`src/rtl/cmdq_pkg.sv`:
```
package cmdq_pkg;

  localparam int OPCODE_W = 8;

  typedef enum logic [2:0] {
    ST_IDLE,
    ST_FETCH,
    ST_WAIT,
    ST_EXEC,
    ST_STALL
  } cmdqState_e;

  // Strobes issued by the sequencer to the datapath
  typedef struct packed {
    logic captureCmd;
    logic advance;
    logic setStall;
  } cmdqStrobe_t;

  // Conditions reported by the datapath to the sequencer
  typedef struct packed {
    logic pending;
    logic rangeBad;
    logic dispatch;
  } cmdqStatus_t;

  // Opcodes that are forwarded to the external executor; all others retire locally
  function automatic logic needsHandler(input logic [OPCODE_W-1:0] op);
    case (op)
      8'h03, 8'h04, 8'h08, 8'h09, 8'h0A,
      8'h0B, 8'h0C, 8'h0D, 8'h0F: needsHandler = 1'b1;
      default:                    needsHandler = 1'b0;
    endcase
  endfunction

endpackage

```
`src/rtl/cmdq_datapath.sv`:
```
module cmdq_datapath
  import cmdq_pkg::*;
#(
  parameter int ADDR_W      = 32,
  parameter int DATA_W      = 64,
  parameter int SIZE_W      = 8,
  parameter int PAGE_BYTES  = 4096,
  parameter int ENTRY_BYTES = 32,
  localparam int PG_SHIFT    = $clog2(PAGE_BYTES / ENTRY_BYTES),
  localparam int ENTRY_SHIFT = $clog2(ENTRY_BYTES),
  localparam int OFS_W       = SIZE_W + 1 + PG_SHIFT
) (
  input  logic              clk,
  input  logic              rstN,
  input  cmdqStrobe_t       strobe,
  input  logic [ADDR_W-1:0] queueBase,
  input  logic [SIZE_W-1:0] queueSizeField,
  input  logic [OFS_W-1:0]  writeOffset,
  input  logic [DATA_W-1:0] memRspData,
  output cmdqStatus_t       status,
  output logic [OFS_W-1:0]  readOffset,
  output logic              stalled,
  output logic              rangeErr,
  output logic [ADDR_W-1:0] memReqAddr,
  output logic [DATA_W-1:0] cmdWord
);

  logic [OFS_W-1:0] rdPtr;
  logic [OFS_W-1:0] rdNext;
  logic [OFS_W-1:0] entryCount;
  logic             stallFlag;
  logic [DATA_W-1:0] cmdReg;

  // ring depth in entries = pages * entries-per-page
  assign entryCount = OFS_W'({1'b0, queueSizeField} + 1'b1) << PG_SHIFT;

  // modulo increment
  always_comb begin
    rdNext = rdPtr + 1'b1;
    if (rdNext == entryCount) rdNext = '0;
  end

  always_ff @(posedge clk) begin
    if (!rstN) begin
      rdPtr     <= '0;
      stallFlag <= 1'b0;
      cmdReg    <= '0;
    end else begin
      if (strobe.advance)    rdPtr     <= rdNext;
      if (strobe.setStall)   stallFlag <= 1'b1;
      if (strobe.captureCmd) cmdReg    <= memRspData;
    end
  end

  // entry address
  assign memReqAddr = queueBase + (ADDR_W'(rdPtr) << ENTRY_SHIFT);

  assign status.pending  = (rdPtr != writeOffset);
  assign status.rangeBad = (writeOffset > entryCount) || (rdPtr > entryCount);
  assign status.dispatch = needsHandler(memRspData[OPCODE_W-1:0]);

  assign readOffset = rdPtr;
  assign stalled    = stallFlag;
  assign rangeErr   = status.rangeBad;
  assign cmdWord    = cmdReg;

endmodule

```
`src/rtl/cmdq_control.sv`:
```
module cmdq_control
  import cmdq_pkg::*;
(
  input  logic        clk,
  input  logic        rstN,
  input  logic        enable,
  input  cmdqStatus_t status,
  input  logic        memRspValid,
  input  logic        memRspErr,
  input  logic        execAck,
  input  logic        execOk,
  output cmdqStrobe_t strobe,
  output logic        memReqValid,
  output logic        execReq
);

  cmdqState_e state;
  cmdqState_e stateNext;

  always_ff @(posedge clk) begin
    if (!rstN) state <= ST_IDLE;
    else       state <= stateNext;
  end

  always_comb begin
    stateNext = state;
    strobe    = '0;
    unique case (state)
      ST_IDLE: begin
        // start a fetch only when allowed and work remains
        if (enable && status.pending && !status.rangeBad) stateNext = ST_FETCH;
      end
      ST_FETCH: stateNext = ST_WAIT;
      ST_WAIT: begin
        if (memRspValid) begin
          if (memRspErr) begin
            strobe.setStall = 1'b1;
            stateNext       = ST_STALL;
          end else if (status.dispatch) begin
            strobe.captureCmd = 1'b1;
            stateNext         = ST_EXEC;
          end else begin
            strobe.advance = 1'b1;
            stateNext      = ST_IDLE;
          end
        end
      end
      ST_EXEC: begin
        if (execAck) begin
          if (execOk) begin
            strobe.advance = 1'b1;
            stateNext      = ST_IDLE;
          end else begin
            strobe.setStall = 1'b1;
            stateNext       = ST_STALL;
          end
        end
      end
      ST_STALL: stateNext = ST_STALL;
      default:  stateNext = ST_IDLE;
    endcase
  end

  assign memReqValid = (state == ST_FETCH);
  assign execReq     = (state == ST_EXEC);

endmodule

```
`src/rtl/cmd_ring_consumer.sv`:
```
module cmd_ring_consumer
  import cmdq_pkg::*;
#(
  parameter int ADDR_W      = 32,
  parameter int DATA_W      = 64,
  parameter int SIZE_W      = 8,
  parameter int PAGE_BYTES  = 4096,
  parameter int ENTRY_BYTES = 32,
  localparam int OFS_W      = SIZE_W + 1 + $clog2(PAGE_BYTES / ENTRY_BYTES)
) (
  input  logic                clk,
  input  logic                rstN,
  input  logic                enable,
  input  logic [ADDR_W-1:0]   queueBase,
  input  logic [SIZE_W-1:0]   queueSizeField,
  input  logic [OFS_W-1:0]    writeOffset,
  output logic [OFS_W-1:0]    readOffset,
  output logic                stalled,
  output logic                rangeErr,
  output logic                memReqValid,
  output logic [ADDR_W-1:0]   memReqAddr,
  input  logic                memRspValid,
  input  logic [DATA_W-1:0]   memRspData,
  input  logic                memRspErr,
  output logic                execReq,
  output logic [OPCODE_W-1:0] execOpcode,
  output logic [DATA_W-1:0]   execCmdWord,
  input  logic                execAck,
  input  logic                execOk
);

  cmdqStrobe_t strobe;
  cmdqStatus_t status;
  logic [DATA_W-1:0] cmdWord;

  cmdq_control ctrl_i (
    .clk         (clk),
    .rstN        (rstN),
    .enable      (enable),
    .status      (status),
    .memRspValid (memRspValid),
    .memRspErr   (memRspErr),
    .execAck     (execAck),
    .execOk      (execOk),
    .strobe      (strobe),
    .memReqValid (memReqValid),
    .execReq     (execReq)
  );

  cmdq_datapath #(
    .ADDR_W      (ADDR_W),
    .DATA_W      (DATA_W),
    .SIZE_W      (SIZE_W),
    .PAGE_BYTES  (PAGE_BYTES),
    .ENTRY_BYTES (ENTRY_BYTES)
  ) dp_i (
    .clk            (clk),
    .rstN           (rstN),
    .strobe         (strobe),
    .queueBase      (queueBase),
    .queueSizeField (queueSizeField),
    .writeOffset    (writeOffset),
    .memRspData     (memRspData),
    .status         (status),
    .readOffset     (readOffset),
    .stalled        (stalled),
    .rangeErr       (rangeErr),
    .memReqAddr     (memReqAddr),
    .cmdWord        (cmdWord)
  );

  assign execCmdWord = cmdWord;
  assign execOpcode  = cmdWord[OPCODE_W-1:0];

endmodule

```
`config.mk`:
```
export PLATFORM = sky130hd
export DESIGN_NAME = cmd_ring_consumer
export DESIGN_NICKNAME = d
export VERILOG_FILES = /design/src/rtl/cmdq_pkg.sv /design/src/rtl/cmdq_datapath.sv /design/src/rtl/cmdq_control.sv /design/src/rtl/cmd_ring_consumer.sv
export SDC_FILE = /design/constraint.sdc
export NUM_CORES = 1
export LEC_CHECK = 0
export BUFFER_PORTS_ARGS = -buffer_cell sky130_fd_sc_hd__buf_4
export CAP_MARGIN = 20
export CORE_ASPECT_RATIO = 1.5
export CORE_MARGIN = 3
export CORE_UTILIZATION = 45
export CTS_CLUSTER_DIAMETER = 120
export DETAILED_ROUTE_END_ITERATION = 7
export MAX_ROUTING_LAYER = met4
export PLACE_DENSITY = 0.88
export SLEW_MARGIN = 25
export SYNTH_ARGS = -nofsm -noshare
export SYNTH_HDL_FRONTEND = slang
export SYNTH_SLANG_ARGS = --single-unit
```
`constraint.sdc`:
```
create_clock -name clk -period 3.3 [get_ports clk]
set_input_delay 0.495 -clock clk [delete_from_list [all_inputs] [get_ports clk]]
set_output_delay 0.495 -clock clk [all_outputs]
set_load 0.05 [all_outputs]
```
==> results of run 1 <==
-- per-stage QoR --
step	cells	setup TNS, ns	hold WS, ns	power [mW]
6_report	1123	0	0.4012	2.627
5_1_grt	1123	-0.6276	0.3917	2.723
4_1_cts	1117	-0.1904	0.3845	2.635
3_5_place_dp	1094	-0.6109	0.4411	1.562
3_3_place_gp	1094	-0.1505	0.4339	1.554
2_1_floorplan	712	0	0.4743	1.351
-- critical path, stage by stage (launching register included) --
cell and delay [ns]:
dfxtp_4 0.38, ha_4 0.14, inv_2 0.03, fa_2 0.35, nor2b_2 0.13, o21ai_2 0.07, a21boi_2 0.18, o221ai_2 0.15
a211oi_2 0.32, o31ai_4 0.17, buf_4 0.18, o31ai_4 0.17, buf_6 0.19
-- synth_stat cells (3+ instances only) --
cell type  count  area share
buf_2          4      0.0036
inv_1         19       0.013
nor2b_1       10       0.011
xnor2_1       25       0.040
maj3_1         3      0.0055
nand2b_1       7      0.0080
o21ai_1        6      0.0055
xor2_1        26       0.041
o21ai_0       10      0.0091
a211oi_1       4      0.0055
nand2_1      158        0.11
clkbuf_1      29       0.020
o211ai_1       5      0.0068
and2_1         6      0.0068
xnor3_1        5       0.020
a21oi_1       85       0.077
dfxtp_1       84        0.31
ha_1          30       0.068
o21a_1        10       0.014
nor3_1        16       0.015
nand3_1       19       0.017
nand4_1        9       0.010
buf_4         18       0.025
a31oi_1        8      0.0091
or2_2          4      0.0045
nor2_1        18       0.012
nor4_1        10       0.011
and3_1        21       0.024
or3_1          8      0.0091
and4_1         4      0.0064
o31ai_1        5      0.0068
a21o_1        10       0.014
-- flip-flops by register name (all words and copies together), names as in the netlist --
register / count
ctrl_i.state: 3
dp_i.stalled: 1
dp_i.readOffset: 16
dp_i.cmdWord: 64
-- timing repair --
item / 4_1_cts / 5_1_grt
pin swaps: 8 / 18
buffers inserted: 7 / 6
hold buffers: 0 / 0
gates resized for setup: 20 / 21
endpoints found under the setup margin: 7 / 13
-- worst paths after layout --
path | startpoint | to | slack [ns] | depth (start not counted)
max | dp_i.readOffset[0]$_SDFFE_PN0P_ | memReqAddr[29] | 0.03 | 12
min | memRspData[9] | dp_i.cmdWord[9]$_SDFFE_PN0P_ | 0.40 | 3
max reg2reg | dp_i.readOffset[9]$_SDFFE_PN0P_ | dp_i.readOffset[9]$_SDFFE_PN0P_ | 0.42 | 10
min reg2reg | dp_i.stalled$_SDFFE_PN0P_ | dp_i.stalled$_SDFFE_PN0P_ | 0.45 | 2
-- power breakdown --
part	switching [mW]	internal [mW]
Clock	0.437	0.621
Sequential	0.0143	1.02
Combinational	0.287	0.244
Total	0.738	1.89
-- logic make-up (layout without fill, tap and decap cells) --
group / after synthesis / after routing / share of synthesized area
buffers and inverters: 71 / 332 / 0.06300
XOR/XNOR: 57 / 57 / 0.1060
multiplexers: 3 / 3 / 0.005686
AO/OA/AOI/OAI: 160 / 160 / 0.1769
AND/OR/NAND/NOR: 303 / 303 / 0.2654
adder cells (fa/ha/maj): 34 / 34 / 0.07733
flip-flops: 84 / 84 / 0.3057
-- cell type report --
cell class | instances | area, µm² | share of cell area
Sequential cell | 84 | 1687 | 0.2035
Tap cell | 150 | 187.7 | 0.02264
Multi-Input combinational cell | 557 | 3737 | 0.4509
Clock buffer | 10 | 239.0 | 0.02883
Clock inverter | 6 | 75.07 | 0.009058
Timing Repair Buffer | 297 | 2291 | 0.2764
Inverter | 19 | 71.32 | 0.008605
-- metal layers --
| layer | part of all wire | wire [µm] |
|---|---|---|
| met2 | 0.52 | 9824 |
| met1 | 0.35 | 6637 |
| met4 | 0.052 | 982 |
| met3 | 0.070 | 1316 |
| met5 | 0 | 0 |
==> results.yml, run 1 <==
detailed_routing:
  drc: 0
  viasPerCell: 5.592
  wl_per_cell_um: 16.71
  wirelength_mm: 18.76
  vias: 6280
  first_iter_violations: 272
  ant_nets: 0
  first_pass_iters: 5
logic_synthesis:
  synth_area_um2: 5502
  ys.flop_type: "dfxtp_1"
  async_flop_share: 0
  yosysUniqueCellTypes: 61
  ys_seq_area_frac: 0.3057
  synth-edff-count: 0
  synth_nets: 870
  synthCells: 712
  ys_ff_latch: 84
  yosys_warnings: 0
  synth.avg_cell_area_um2: 7.727
sta:
  finClkSkew_ns: 0.008220
  fmax_mhz: 305.4
  tightest_slew_ns: 0.7688
  final_hold_viol_count: 0
  slew_violations: 0
  fin_crit_sh: 0.9923
  relSlewSlack: 0.4867
  rsz0062_at_grt: "yes"
  worst_slack_ns: 0.02550
  setup_viol_count_final: 0
  period_needed_ns: 3.274
clock_tree:
  root_buffer: "clkbuf_16"
  cts_buffers: 9
  cts_tree: "built"
  htree_levels: 3
  cts.sinks: 84
  clk_pin_slew_ns: 0.07
  insertion_delay_ns: 0.34
  clockBufferDepth: 2
global_route:
  grt_util_met3: 0.05623
  grt_pass1_wl_mm: 28.06
  grt_antenna_before_repair: 0
  met2_usage: 0.4740
  grt_max_degree: 65
  grt_use_met1: 0.2717
  grt_overflow_total: 0
  grt-busiest-layer: "met2"
  grt_pass1_vias: 6133
  grt_usage: 0.2703
power_and_ir_drop:
  ir_drop_uv: 302.9
  leakage_nw: 3.742
  pwr_density_cell_nw_per_um2: 316.9
layout:
  insertedDiodeCount: 0
  layout_common_cells: "284 x buf_4, 157 x nand2_1, 82 x a21oi_1, 82 x dfxtp_1, 27 x ha_1"
  mostFrequentLayoutCell: "buf_4"
  fin_util: 0.7077
  areaGrowthSynthToFinish_pct: 50.65
  nNetsFinal: 1126
  fin_area_um2: 8288
  layout-drive-gt1-share: 0.3731
  nFillCells: 895
placement:
  gp_congestion: 0.9265
  dp_hpwl_mm: 14.47
  port_buffers: 240
  placed_area_um2: 7675
  dp_slack_ns: -0.1913
setup_path:
  start_kind: "register"
  crit_type: "register to output pin"
  cp.arrival_ns: 2.78
  cp.required_ns: 2.80
  cp-end-kind: "output pin"
  crit_path_max_fanout: 8
run:
  maxCapViolations: 0
floorplan:
  pin_count: 251
  fp.dieH_um: 141.4
  dieArea_um2: 13620
  die_x_um: 96.28
  num_rows: 48
  start_util: 0.4698
  design.core.area_um2: 11710
outcome:
  status: "finished, final reports clean"
min_path:
  hold_path_class: "input port to register"
Power figures use the tool's default switching activity.
==> run 2, diff against run 1 <==
CORE_UTILIZATION = 48   (was 45)
PLACE_DENSITY = 0.93   (was 0.88)
==> run 2 against run 1 <==
Compared with the run above:
- the run now ends with setup timing left
- maximum frequency decreased by 0.97%
- first-iteration DRC count up 7.4%
- critical endpoint is now memReqAddr[31]
- critical path type unchanged
- core utilization increased by 3.4 points
- setup slack worse by 0.032 ns
- hold slack improved by 0.0054 ns
- wire length fell by 0.76%
- clock power is essentially flat
- total power decreased by 1.4%
- via count shrank 0.97%
- die area down 5.9%
- non-clock buffer count fell by 3
- sequential share of layout area increased by 0.12 points
==> results.yml, run 2 (synthesis gave the netlist of run 1 again) <==
outcome:
  status: "complete, but fails checks"
  violations: "setup timing"
detailed_routing:
  vias: 6219
  ant_nets: 0
  first_pass_iters: 5
  wl_per_cell_um: 16.67
  drc: 0
  viasPerCell: 5.568
  first_iter_violations: 292
  wirelength_mm: 18.62
sta:
  fin_crit_sh: 1.002
  setup_viol_count_final: 2
  fmax_mhz: 302.4
  tightest_slew_ns: 0.6855
  final_hold_viol_count: 0
  rsz0062_at_grt: "yes"
  relSlewSlack: 0.5423
  slew_violations: 0
  timing.hold.ws_ns: 0.4065
  tns_ns: -0.01183
  finClkSkew_ns: 0.01130
  period_needed_ns: 3.307
  worst_slack_ns: -0.006524
layout:
  stdcell_count: 1117
  fin_area_um2: 8239
  fin_util: 0.7413
  layout-drive-gt1-share: 0.3691
  mostFrequentLayoutCell: "buf_4"
  layout_common_cells: "280 x buf_4, 157 x nand2_1, 82 x a21oi_1, 82 x dfxtp_1, 28 x ha_1"
  nFillCells: 790
  insertedDiodeCount: 0
  nNetsFinal: 1123
  areaGrowthSynthToFinish_pct: 49.76
  largest_reg_flops: 64
setup_path:
  r2r_setup_slack_ns: 0.49
  cp.required_ns: 2.80
  cp.arrival_ns: 2.81
  r2r_cells: 9
  crit_path_max_fanout: 5
  worstReg2RegStart: "dp_i.readOffset[9]$_SDFFE_PN0P_"
  r2r_end: "dp_i.readOffset[9]$_SDFFE_PN0P_"
  cp-end-kind: "output pin"
  crit_type: "register to output pin"
  start_kind: "register"
  startpoint: "dp_i.readOffset[0]$_SDFFE_PN0P_"
power_and_ir_drop:
  pwr_density_cell_nw_per_um2: 314.2
  power_mw: 2.589
  ir_drop_uv: 397.4
  leakage_nw: 3.719
min_path:
  min_to: "dp_i.cmdWord[19]$_SDFFE_PN0P_"
  hold_path_class: "input port to register"
  min_path_cells: 3
  min_from: "memRspData[19]"
run:
  maxCapViolations: 0
floorplan:
  die_x_um: 93.41
  design.core.area_um2: 11110
  fp.dieH_um: 137.1
  pin_count: 251
  num_rows: 47
  start_util: 0.4950
  dieArea_um2: 12810
clock_tree:
  clk_pin_slew_ns: 0.07
  ctsHoldBuffers: 0
  clockBufferDepth: 2
  insertion_delay_ns: 0.33
  cts_buffers: 9
  cts.sinks: 84
  cts_tree: "built"
  htree_levels: 3
  root_buffer: "clkbuf_16"
placement:
  place_inst: 1090
  port_buffers: 240
  gp_congestion: 0.9641
  placed_area_um2: 7676
  dp_hpwl_mm: 14.07
  dp_slack_ns: -0.1488
global_route:
  grt_overflow_total: 0
  grt_pass1_wl_mm: 28.50
  grt_antenna_before_repair: 0
  grt_usage: 0.2849
  grt_pass1_vias: 6256
  grt_max_degree: 65
run 2: worst max-delay path by stage:
stage | to | slack, ns | depth (start not counted)
6_report | memReqAddr[31] | -0.007 | 14
3_3_place_gp | rangeErr | -0.09 | 12
2_1_floorplan | rangeErr | 0.03 | 9
5_1_grt | memReqAddr[31] | -0.14 | 14
3_5_place_dp | rangeErr | -0.15 | 12
4_1_cts | rangeErr | 0.003 | 12
run 2: report_power, final:
group	switching [mW]	leakage, nW	internal (mW)	total, mW
logic	0.285	2.89	0.240	0.525
clock network	0.429	0.148	0.597	1.03
registers	0.0142	0.678	1.02	1.04
run 2: critical path, cell delays in order, from the launching register on:
cell and delay [ns]:
dfxtp_4 0.37, ha_4 0.13, inv_2 0.03, fa_2 0.34, nor2b_2 0.12, o21ai_2 0.08
a21boi_2 0.21, o221ai_2 0.16, a211oi_2 0.20, buf_4 0.15, o31ai_4 0.06, buf_6 0.15
nor2_4 0.14, xor2_4 0.15, buf_6 0.17
run 2: timing repair:
action	in CTS	in global routing
setup endpoints to repair	12	14
setup buffers	11	1
resized for setup	17	25
pin swaps	6	18
run 2: layout make-up:
type / count / area, µm² / share of cell area
multi-input combinational: 557 / 3724 / 0.4519
timing repair buffer: 294 / 2268 / 0.2753
sequential: 84 / 1687 / 0.2047
clock buffer: 9 / 225.2 / 0.02733
tap: 147 / 183.9 / 0.02232
clock inverter: 7 / 80.08 / 0.009719
inverter: 19 / 71.32 / 0.008656
run 2: metal layers:
layer,global-route usage,wire length [µm],up-vias
met5,-,0,-
met4,0.1402,716,0
met3,0.06161,1383,55
met2,0.5042,9927,274
met1,0.2960,6591,2904
li1,-,-,2986
